## src/rtl/serial_cmd_pkg.sv

```systemverilog
// Shared constants, strobe type and address decoder for the serial command
// receiver. Assumes an 8-bit address and 8-bit data frame.
package serial_cmd_pkg;
    localparam int FRAME_W  = 16;
    localparam int ADDR_W   = 8;
    localparam int DATA_W   = 8;
    localparam int DIGIT_W  = 3;

    localparam logic [ADDR_W-1:0] A_IDLE   = 8'h00;
    localparam logic [ADDR_W-1:0] A_DECODE = 8'h01;
    localparam logic [ADDR_W-1:0] A_BRIGHT = 8'h02;
    localparam logic [ADDR_W-1:0] A_SCAN   = 8'h03;
    localparam logic [ADDR_W-1:0] A_CFG    = 8'h04;
    localparam logic [ADDR_W-1:0] A_RSVD   = 8'h06;
    localparam logic [ADDR_W-1:0] A_TEST   = 8'h07;

    // Upper address bits that select a digit-plane group
    localparam logic [ADDR_W-DIGIT_W-1:0] G_PLANE0 = 5'b00100;
    localparam logic [ADDR_W-DIGIT_W-1:0] G_PLANE1 = 5'b01000;
    localparam logic [ADDR_W-DIGIT_W-1:0] G_BOTH   = 5'b01100;

    typedef struct packed {
        logic decode;
        logic bright;
        logic scan;
        logic cfg;
        logic test;
        logic plane0;
        logic plane1;
    } wr_strobe_t;

    // Map an address to its strobe set; unmapped, idle and reserved give none
    function automatic wr_strobe_t decode_addr(input logic [ADDR_W-1:0] a);
        wr_strobe_t s;
        s = '0;
        case (a)
            A_DECODE: s.decode = 1'b1;
            A_BRIGHT: s.bright = 1'b1;
            A_SCAN:   s.scan   = 1'b1;
            A_CFG:    s.cfg    = 1'b1;
            A_TEST:   s.test   = 1'b1;
            default: begin
                case (a[ADDR_W-1:DIGIT_W])
                    G_PLANE0: s.plane0 = 1'b1;
                    G_PLANE1: s.plane1 = 1'b1;
                    G_BOTH: begin
                        s.plane0 = 1'b1;
                        s.plane1 = 1'b1;
                    end
                    default: s = '0;
                endcase
            end
        endcase
        return s;
    endfunction
endpackage

```

## src/rtl/serial_edge_sync.sv

```systemverilog
// Two-flop synchroniser with edge detection for a vector of asynchronous
// inputs. Assumes each input holds at least three system clocks per level.
module serial_edge_sync #(
    parameter int             W       = 3,
    parameter logic [W-1:0]   RST_VAL = '0
) (
    input  logic         clk,
    input  logic         rst_n,
    input  logic [W-1:0] async_in,
    output logic [W-1:0] level,
    output logic [W-1:0] rise,
    output logic [W-1:0] fall
);
    logic [W-1:0] stage1, stage2, stage3;

    // Synchronising chain plus one history stage for edge detection
    always_ff @(posedge clk) begin
        if (!rst_n) begin
            stage1 <= RST_VAL;
            stage2 <= RST_VAL;
            stage3 <= RST_VAL;
        end else begin
            stage1 <= async_in;
            stage2 <= stage1;
            stage3 <= stage2;
        end
    end

    // Level and edge outputs per bit
    always_comb begin
        level = stage2;
        rise  = stage2 & ~stage3;
        fall  = ~stage2 & stage3;
    end
endmodule

```

## src/rtl/serial_frame_shift.sv

```systemverilog
// Shift register that keeps the newest FRAME_W bits, MSB first, and counts
// received bits up to FRAME_W. The count restarts on each select fall.
module serial_frame_shift #(
    parameter int FRAME_W = 16
) (
    input  logic               clk,
    input  logic               rst_n,
    input  logic               sel_low,
    input  logic               sel_fall,
    input  logic               bit_strobe,
    input  logic               bit_val,
    output logic [FRAME_W-1:0] frame,
    output logic               full
);
    localparam int CNT_W = $clog2(FRAME_W + 1);
    localparam logic [CNT_W-1:0] CNT_FULL = CNT_W'(FRAME_W);

    logic [CNT_W-1:0] cnt, cnt_base, cnt_next;
    logic             take;

    // Next bit count: restart on select fall, saturate at a full frame
    always_comb begin
        take     = bit_strobe && sel_low;
        cnt_base = sel_fall ? '0 : cnt;
        cnt_next = cnt_base;
        if (take && cnt_base != CNT_FULL) begin
            cnt_next = cnt_base + 1'b1;
        end
    end

    // Shift register and counter state
    always_ff @(posedge clk) begin
        if (!rst_n) begin
            frame <= '0;
            cnt   <= '0;
        end else begin
            cnt <= cnt_next;
            if (take) begin
                frame <= {frame[FRAME_W-2:0], bit_val};
            end
        end
    end

    assign full = (cnt == CNT_FULL);
endmodule

```

## src/rtl/serial_cmd_decode.sv

```systemverilog
// Registers the decoded write strobes, data byte and digit index when a
// complete frame is closed by the select rise. Strobes last one cycle.
module serial_cmd_decode
    import serial_cmd_pkg::*;
#(
    parameter int FRAME_W = serial_cmd_pkg::FRAME_W,
    parameter int DATA_W  = serial_cmd_pkg::DATA_W,
    parameter int DIGIT_W = serial_cmd_pkg::DIGIT_W
) (
    input  logic               clk,
    input  logic               rst_n,
    input  logic               close_evt,
    input  logic               full,
    input  logic [FRAME_W-1:0] frame,
    output wr_strobe_t         strobe,
    output logic [DATA_W-1:0]  data,
    output logic [DIGIT_W-1:0] digit
);
    localparam int ADDR_W = FRAME_W - DATA_W;

    logic [ADDR_W-1:0] addr;
    wr_strobe_t        dec;

    // Combinational address decode of the held frame
    always_comb begin
        addr = frame[FRAME_W-1:DATA_W];
        dec  = decode_addr(addr);
    end

    // One-cycle strobes; data and index load only with a real write
    always_ff @(posedge clk) begin
        if (!rst_n) begin
            strobe <= '0;
            data   <= '0;
            digit  <= '0;
        end else begin
            strobe <= '0;
            if (close_evt && full) begin
                strobe <= dec;
                if (dec != '0) begin
                    data <= frame[DATA_W-1:0];
                end
                if (dec.plane0 || dec.plane1) begin
                    digit <= addr[DIGIT_W-1:0];
                end
            end
        end
    end
endmodule

```

## src/rtl/serial_cmd_rx.sv

```systemverilog
// Top of the serial command receiver: synchronises the three serial wires,
// collects bits while select is low and decodes the final 16 bits on the
// select rise into register write strobes.
module serial_cmd_rx
    import serial_cmd_pkg::*;
#(
    parameter int FRAME_W = serial_cmd_pkg::FRAME_W,
    parameter int DATA_W  = serial_cmd_pkg::DATA_W,
    parameter int DIGIT_W = serial_cmd_pkg::DIGIT_W
) (
    input  logic               clk,
    input  logic               rst_n,
    input  logic               ser_cs_n,
    input  logic               ser_clk,
    input  logic               ser_din,
    output logic               wr_decode,
    output logic               wr_bright,
    output logic               wr_scan,
    output logic               wr_cfg,
    output logic               wr_test,
    output logic               wr_plane0,
    output logic               wr_plane1,
    output logic [DIGIT_W-1:0] wr_digit,
    output logic [DATA_W-1:0]  wr_data
);
    localparam int IDX_CS  = 2;
    localparam int IDX_CLK = 1;
    localparam int IDX_DIN = 0;

    logic [2:0]         lvl, rse, fll;
    logic [FRAME_W-1:0] frame;
    logic               full;
    wr_strobe_t         strobe;

    serial_edge_sync #(.W(3), .RST_VAL(3'b100)) u_sync (
        .clk      (clk),
        .rst_n    (rst_n),
        .async_in ({ser_cs_n, ser_clk, ser_din}),
        .level    (lvl),
        .rise     (rse),
        .fall     (fll)
    );

    serial_frame_shift #(.FRAME_W(FRAME_W)) u_shift (
        .clk        (clk),
        .rst_n      (rst_n),
        .sel_low    (!lvl[IDX_CS]),
        .sel_fall   (fll[IDX_CS]),
        .bit_strobe (rse[IDX_CLK]),
        .bit_val    (lvl[IDX_DIN]),
        .frame      (frame),
        .full       (full)
    );

    serial_cmd_decode #(.FRAME_W(FRAME_W), .DATA_W(DATA_W), .DIGIT_W(DIGIT_W)) u_dec (
        .clk       (clk),
        .rst_n     (rst_n),
        .close_evt (rse[IDX_CS]),
        .full      (full),
        .frame     (frame),
        .strobe    (strobe),
        .data      (wr_data),
        .digit     (wr_digit)
    );

    // Break the strobe record out onto the ports
    always_comb begin
        wr_decode = strobe.decode;
        wr_bright = strobe.bright;
        wr_scan   = strobe.scan;
        wr_cfg    = strobe.cfg;
        wr_test   = strobe.test;
        wr_plane0 = strobe.plane0;
        wr_plane1 = strobe.plane1;
    end
endmodule

```

## config.mk

```make
export PLATFORM = sky130hd
export DESIGN_NAME = serial_cmd_rx
export DESIGN_NICKNAME = d
export VERILOG_FILES = /design/src/rtl/serial_cmd_pkg.sv /design/src/rtl/serial_edge_sync.sv /design/src/rtl/serial_frame_shift.sv /design/src/rtl/serial_cmd_decode.sv /design/src/rtl/serial_cmd_rx.sv
export SDC_FILE = /design/constraint.sdc
export NUM_CORES = 1
export LEC_CHECK = 0
export ABC_CLOCK_PERIOD_IN_PS = 2200
export BUFFER_PORTS_ARGS = -buffer_cell sky130_fd_sc_hd__buf_2
export CAP_MARGIN = 10
export CORE_ASPECT_RATIO = 1.4
export CORE_MARGIN = 2
export CORE_UTILIZATION = 40
export CTS_BUF_LIST = sky130_fd_sc_hd__clkbuf_4
export CTS_CLUSTER_DIAMETER = 30
export CTS_CLUSTER_SIZE = 16
export DETAILED_ROUTE_END_ITERATION = 8
export GPL_ROUTABILITY_DRIVEN = 1
export GPL_TIMING_DRIVEN = 0
export SLEW_MARGIN = 30
export SYNTH_ARGS = -nofsm -noshare
export SYNTH_HDL_FRONTEND = slang
export SYNTH_HIERARCHICAL = 1
export SYNTH_SLANG_ARGS = --single-unit
```

## constraint.sdc

```tcl
create_clock -name clk -period 2.2 [get_ports clk]
set_input_delay 0.33 -clock clk [delete_from_list [all_inputs] [get_ports clk]]
set_output_delay 0.33 -clock clk [all_outputs]
set_load 0.03 [all_outputs]
```

==> impl_metrics.tcl <==
set metrics [dict create \
    status "finished clean" \
    core_area_um2 4270 \
    dp_worst_setup_slack_ns 0.205 \
    powerDensity_nw_per_um2 638 \
    port_buffers 22 \
    final_design_area_no_fill_um2 2040 \
    grt_usage_pct 14.1 \
    synthToLayoutAreaGrowth_pct 13.7 \
    start_kind "register" \
    num_antenna_cells 0 \
    worst_path_max_delay_cell "nor4bb_4" \
    finalCritPeriodShare_pct 84.2 \
    initial_core_util_pct 42.0 \
    die-area_um2 5050 \
    yosysWarnings 6 \
    regArea_um2 941 \
    io-pin-count 23 \
    clk_latency_ns 0.35 \
    swShare_pct 21.8 \
    r2r-start "u_sync/stage3[2]$_SDFF_PN1_" \
    ir_drop_uv 314 \
    dp_hpwl_um 2290 \
    crit_start "u_sync/stage3[2]$_SDFF_PN1_" \
    end_kind "register" \
    crit_required_ns 2.45 \
    post-route-drc-count 0 \
    syn_inst 200 \
    worstPathCellList "nor2b_2 -> nor2b_1 -> inv_1 -> ha_1 -> nor4bb_4 -> nor2_1 -> o311a_1" \
    rows 28 \
    cts-root-buf "clkbuf_4" \
    wl_per_cell_um 11.1 \
    reg2reg_depth 7 \
    holdPathStages 2 \
    p_total_mw 1.30 \
    setup_viol 0 \
    seqPwrFrac_pct 66.0 \
    synth.net_count 207 \
    r2r_setup_slack_ns 0.35 \
    worstPathArrival_ns 2.11 \
    crit_path_max_incr_delay_ns 0.40 \
    worst-path-max-fanout 7 \
    drt_first_pass_iters 4 \
    clk_pin_slew_ns 0.13 \
    die_y_um 83.3 \
    grt_max_degree 19 \
    dp.cells 282 \
    clockBufferDepth 2 \
    grt_pass1_vias 1217 \
    hold_class "input port to register" \
    comb_power_share_pct 2.5 \
    gp_congestion 0.781 \
    r2r_end "u_shift/cnt[2]$_SDFF_PN0_" \
    cts_tree "built" \
    fmax_mhz 540 \
    slew_headroom_pct 71.8 \
    postPlaceCellArea_um2 1980 \
    die_w_um 60.6 \
    whs_ns 0.145 \
    final_layout_size_suffix_gt1_share_pct 17.4 \
    fillers 439 \
    cts_sinks 47 \
    final_util_pct 47.7 \
    syn_area_per_cell_um2 8.98 \
    maxSlewViolCount 0 \
    numCtsBuffers 5 \
    worst_slack_ns 0.348 \
    overflow 0 \
    ant_nets 0 \
    synthesis.area_um2 1800 \
    fin_skew_ns 0.00534 \
    p_leak_nw 0.802 \
    clkPwrFrac_pct 31.5 \
    post_drt_via_cell_ratio 4.73 \
    p_switching_uw 284 \
    nNetsFinal 236 \
    intPower_mw 1.02 \
    rsz0062_at_grt "false" \
    path_class "register to register" \
    htree_levels 2 \
    instances_no_fill 290 \
    postCtsHoldBufs 0 \
    wirelength_um 3220 \
    grt_pass1_wl_um 5530 \
    drt_iter0_drc 58 \
    fin_crit_ns 1.85 \
    tightest_slew_ns 0.423 \
    cp-endpoint "u_shift/cnt[2]$_SDFF_PN0_" \
    setup_tns_ns 0 \
    multi_input_area_um2 796 \
    maxCapViolations 0 \
    antenna_found_initial 0 \
    vias 1371 \
    finalHoldViolCount 0 \
]
-- worst min path at each step --
| stage | startpoint | endpoint | slack, ns |
|---|---|---|---|
| 2_1_floorplan | u_sync/stage1[2]$_SDFF_PN1_ | u_sync/level[2]$_SDFF_PN1_ | 0.39 |
| 3_3_place_gp | u_sync/stage1[2]$_SDFF_PN1_ | u_sync/level[2]$_SDFF_PN1_ | 0.39 |
| 3_5_place_dp | u_sync/stage1[2]$_SDFF_PN1_ | u_sync/level[2]$_SDFF_PN1_ | 0.40 |
| 4_1_cts | ser_cs_n | u_sync/stage1[2]$_SDFF_PN1_ | 0.13 |
| 5_1_grt | ser_cs_n | u_sync/stage1[2]$_SDFF_PN1_ | 0.13 |
| 6_report | ser_cs_n | u_sync/stage1[2]$_SDFF_PN1_ | 0.15 |
-- cell type report --
class	instances	area share [%]
plain buffers	8	2.08
clock buffers	7	2.58
clock inverters	1	0.245
inverters	5	0.920
multi-input cells	140	39.0
flip-flops and latches	47	46.1
well taps	60	3.68
repair buffers	22	5.40
-- critical path, delay by kind of cell (launching register included) --
| kind | cells | cell delay [ns] |
|---|---|---|
| simple gates | 4 | 0.91 |
| buf+inv | 1 | 0.08 |
| compound gates | 1 | 0.28 |
| fa+ha+maj | 1 | 0.14 |
| flops | 1 | 0.34 |
-- state kept, by name, summed over array words and instances (netlist names) --
signal	flops
u_sync/stage1	3
u_dec/data	8
u_shift/cnt	5
u_sync/level	3
u_dec/strobe	7
u_dec/digit	3
u_sync/stage3	2
u_shift/frame	16
-- power groups by stage --
stage	logic (mW)	registers (mW)	clock network (mW)
after floorplan	0.0196	0.878	0
after global placement	0.0326	0.878	0
after detailed placement	0.0328	0.878	0
after CTS	0.0330	0.860	0.430
after global routing	0.0373	0.861	0.468
final	0.0326	0.859	0.410
-- placed cells by master (no fill, tap or decap), drive strengths merged, types with 2 or more instances in the layout --
| master | count |
|---|---|
| a21oi | 19 |
| clkbuf | 10 |
| and2 | 8 |
| nand2b | 5 |
| o21ai | 4 |
| or3 | 3 |
| buf | 27 |
| ha | 2 |
| nand3 | 4 |
| and3 | 2 |
| mux2i | 12 |
| inv | 4 |
| nor4 | 3 |
| dfxtp | 47 |
| nor2 | 4 |
| clkinv | 2 |
| nor2b | 9 |
| nor3 | 2 |
| nand2 | 53 |
-- timing repair --
action / in CTS / in global routing
setup endpoints to repair: 0 / 1
resized for setup: 0 / 1
setup buffers: 0 / 0
hold endpoints to repair: 0 / 0
-- routing by layer --
layer | GRT usage, % | part of all wire, %
met5 | 0 | 0
met4 | 6.32 | 2.0
met3 | 3.74 | 3.6
met2 | 23.4 | 49
met1 | 16.4 | 45
Note: power is estimated with default switching activity, not from simulation.
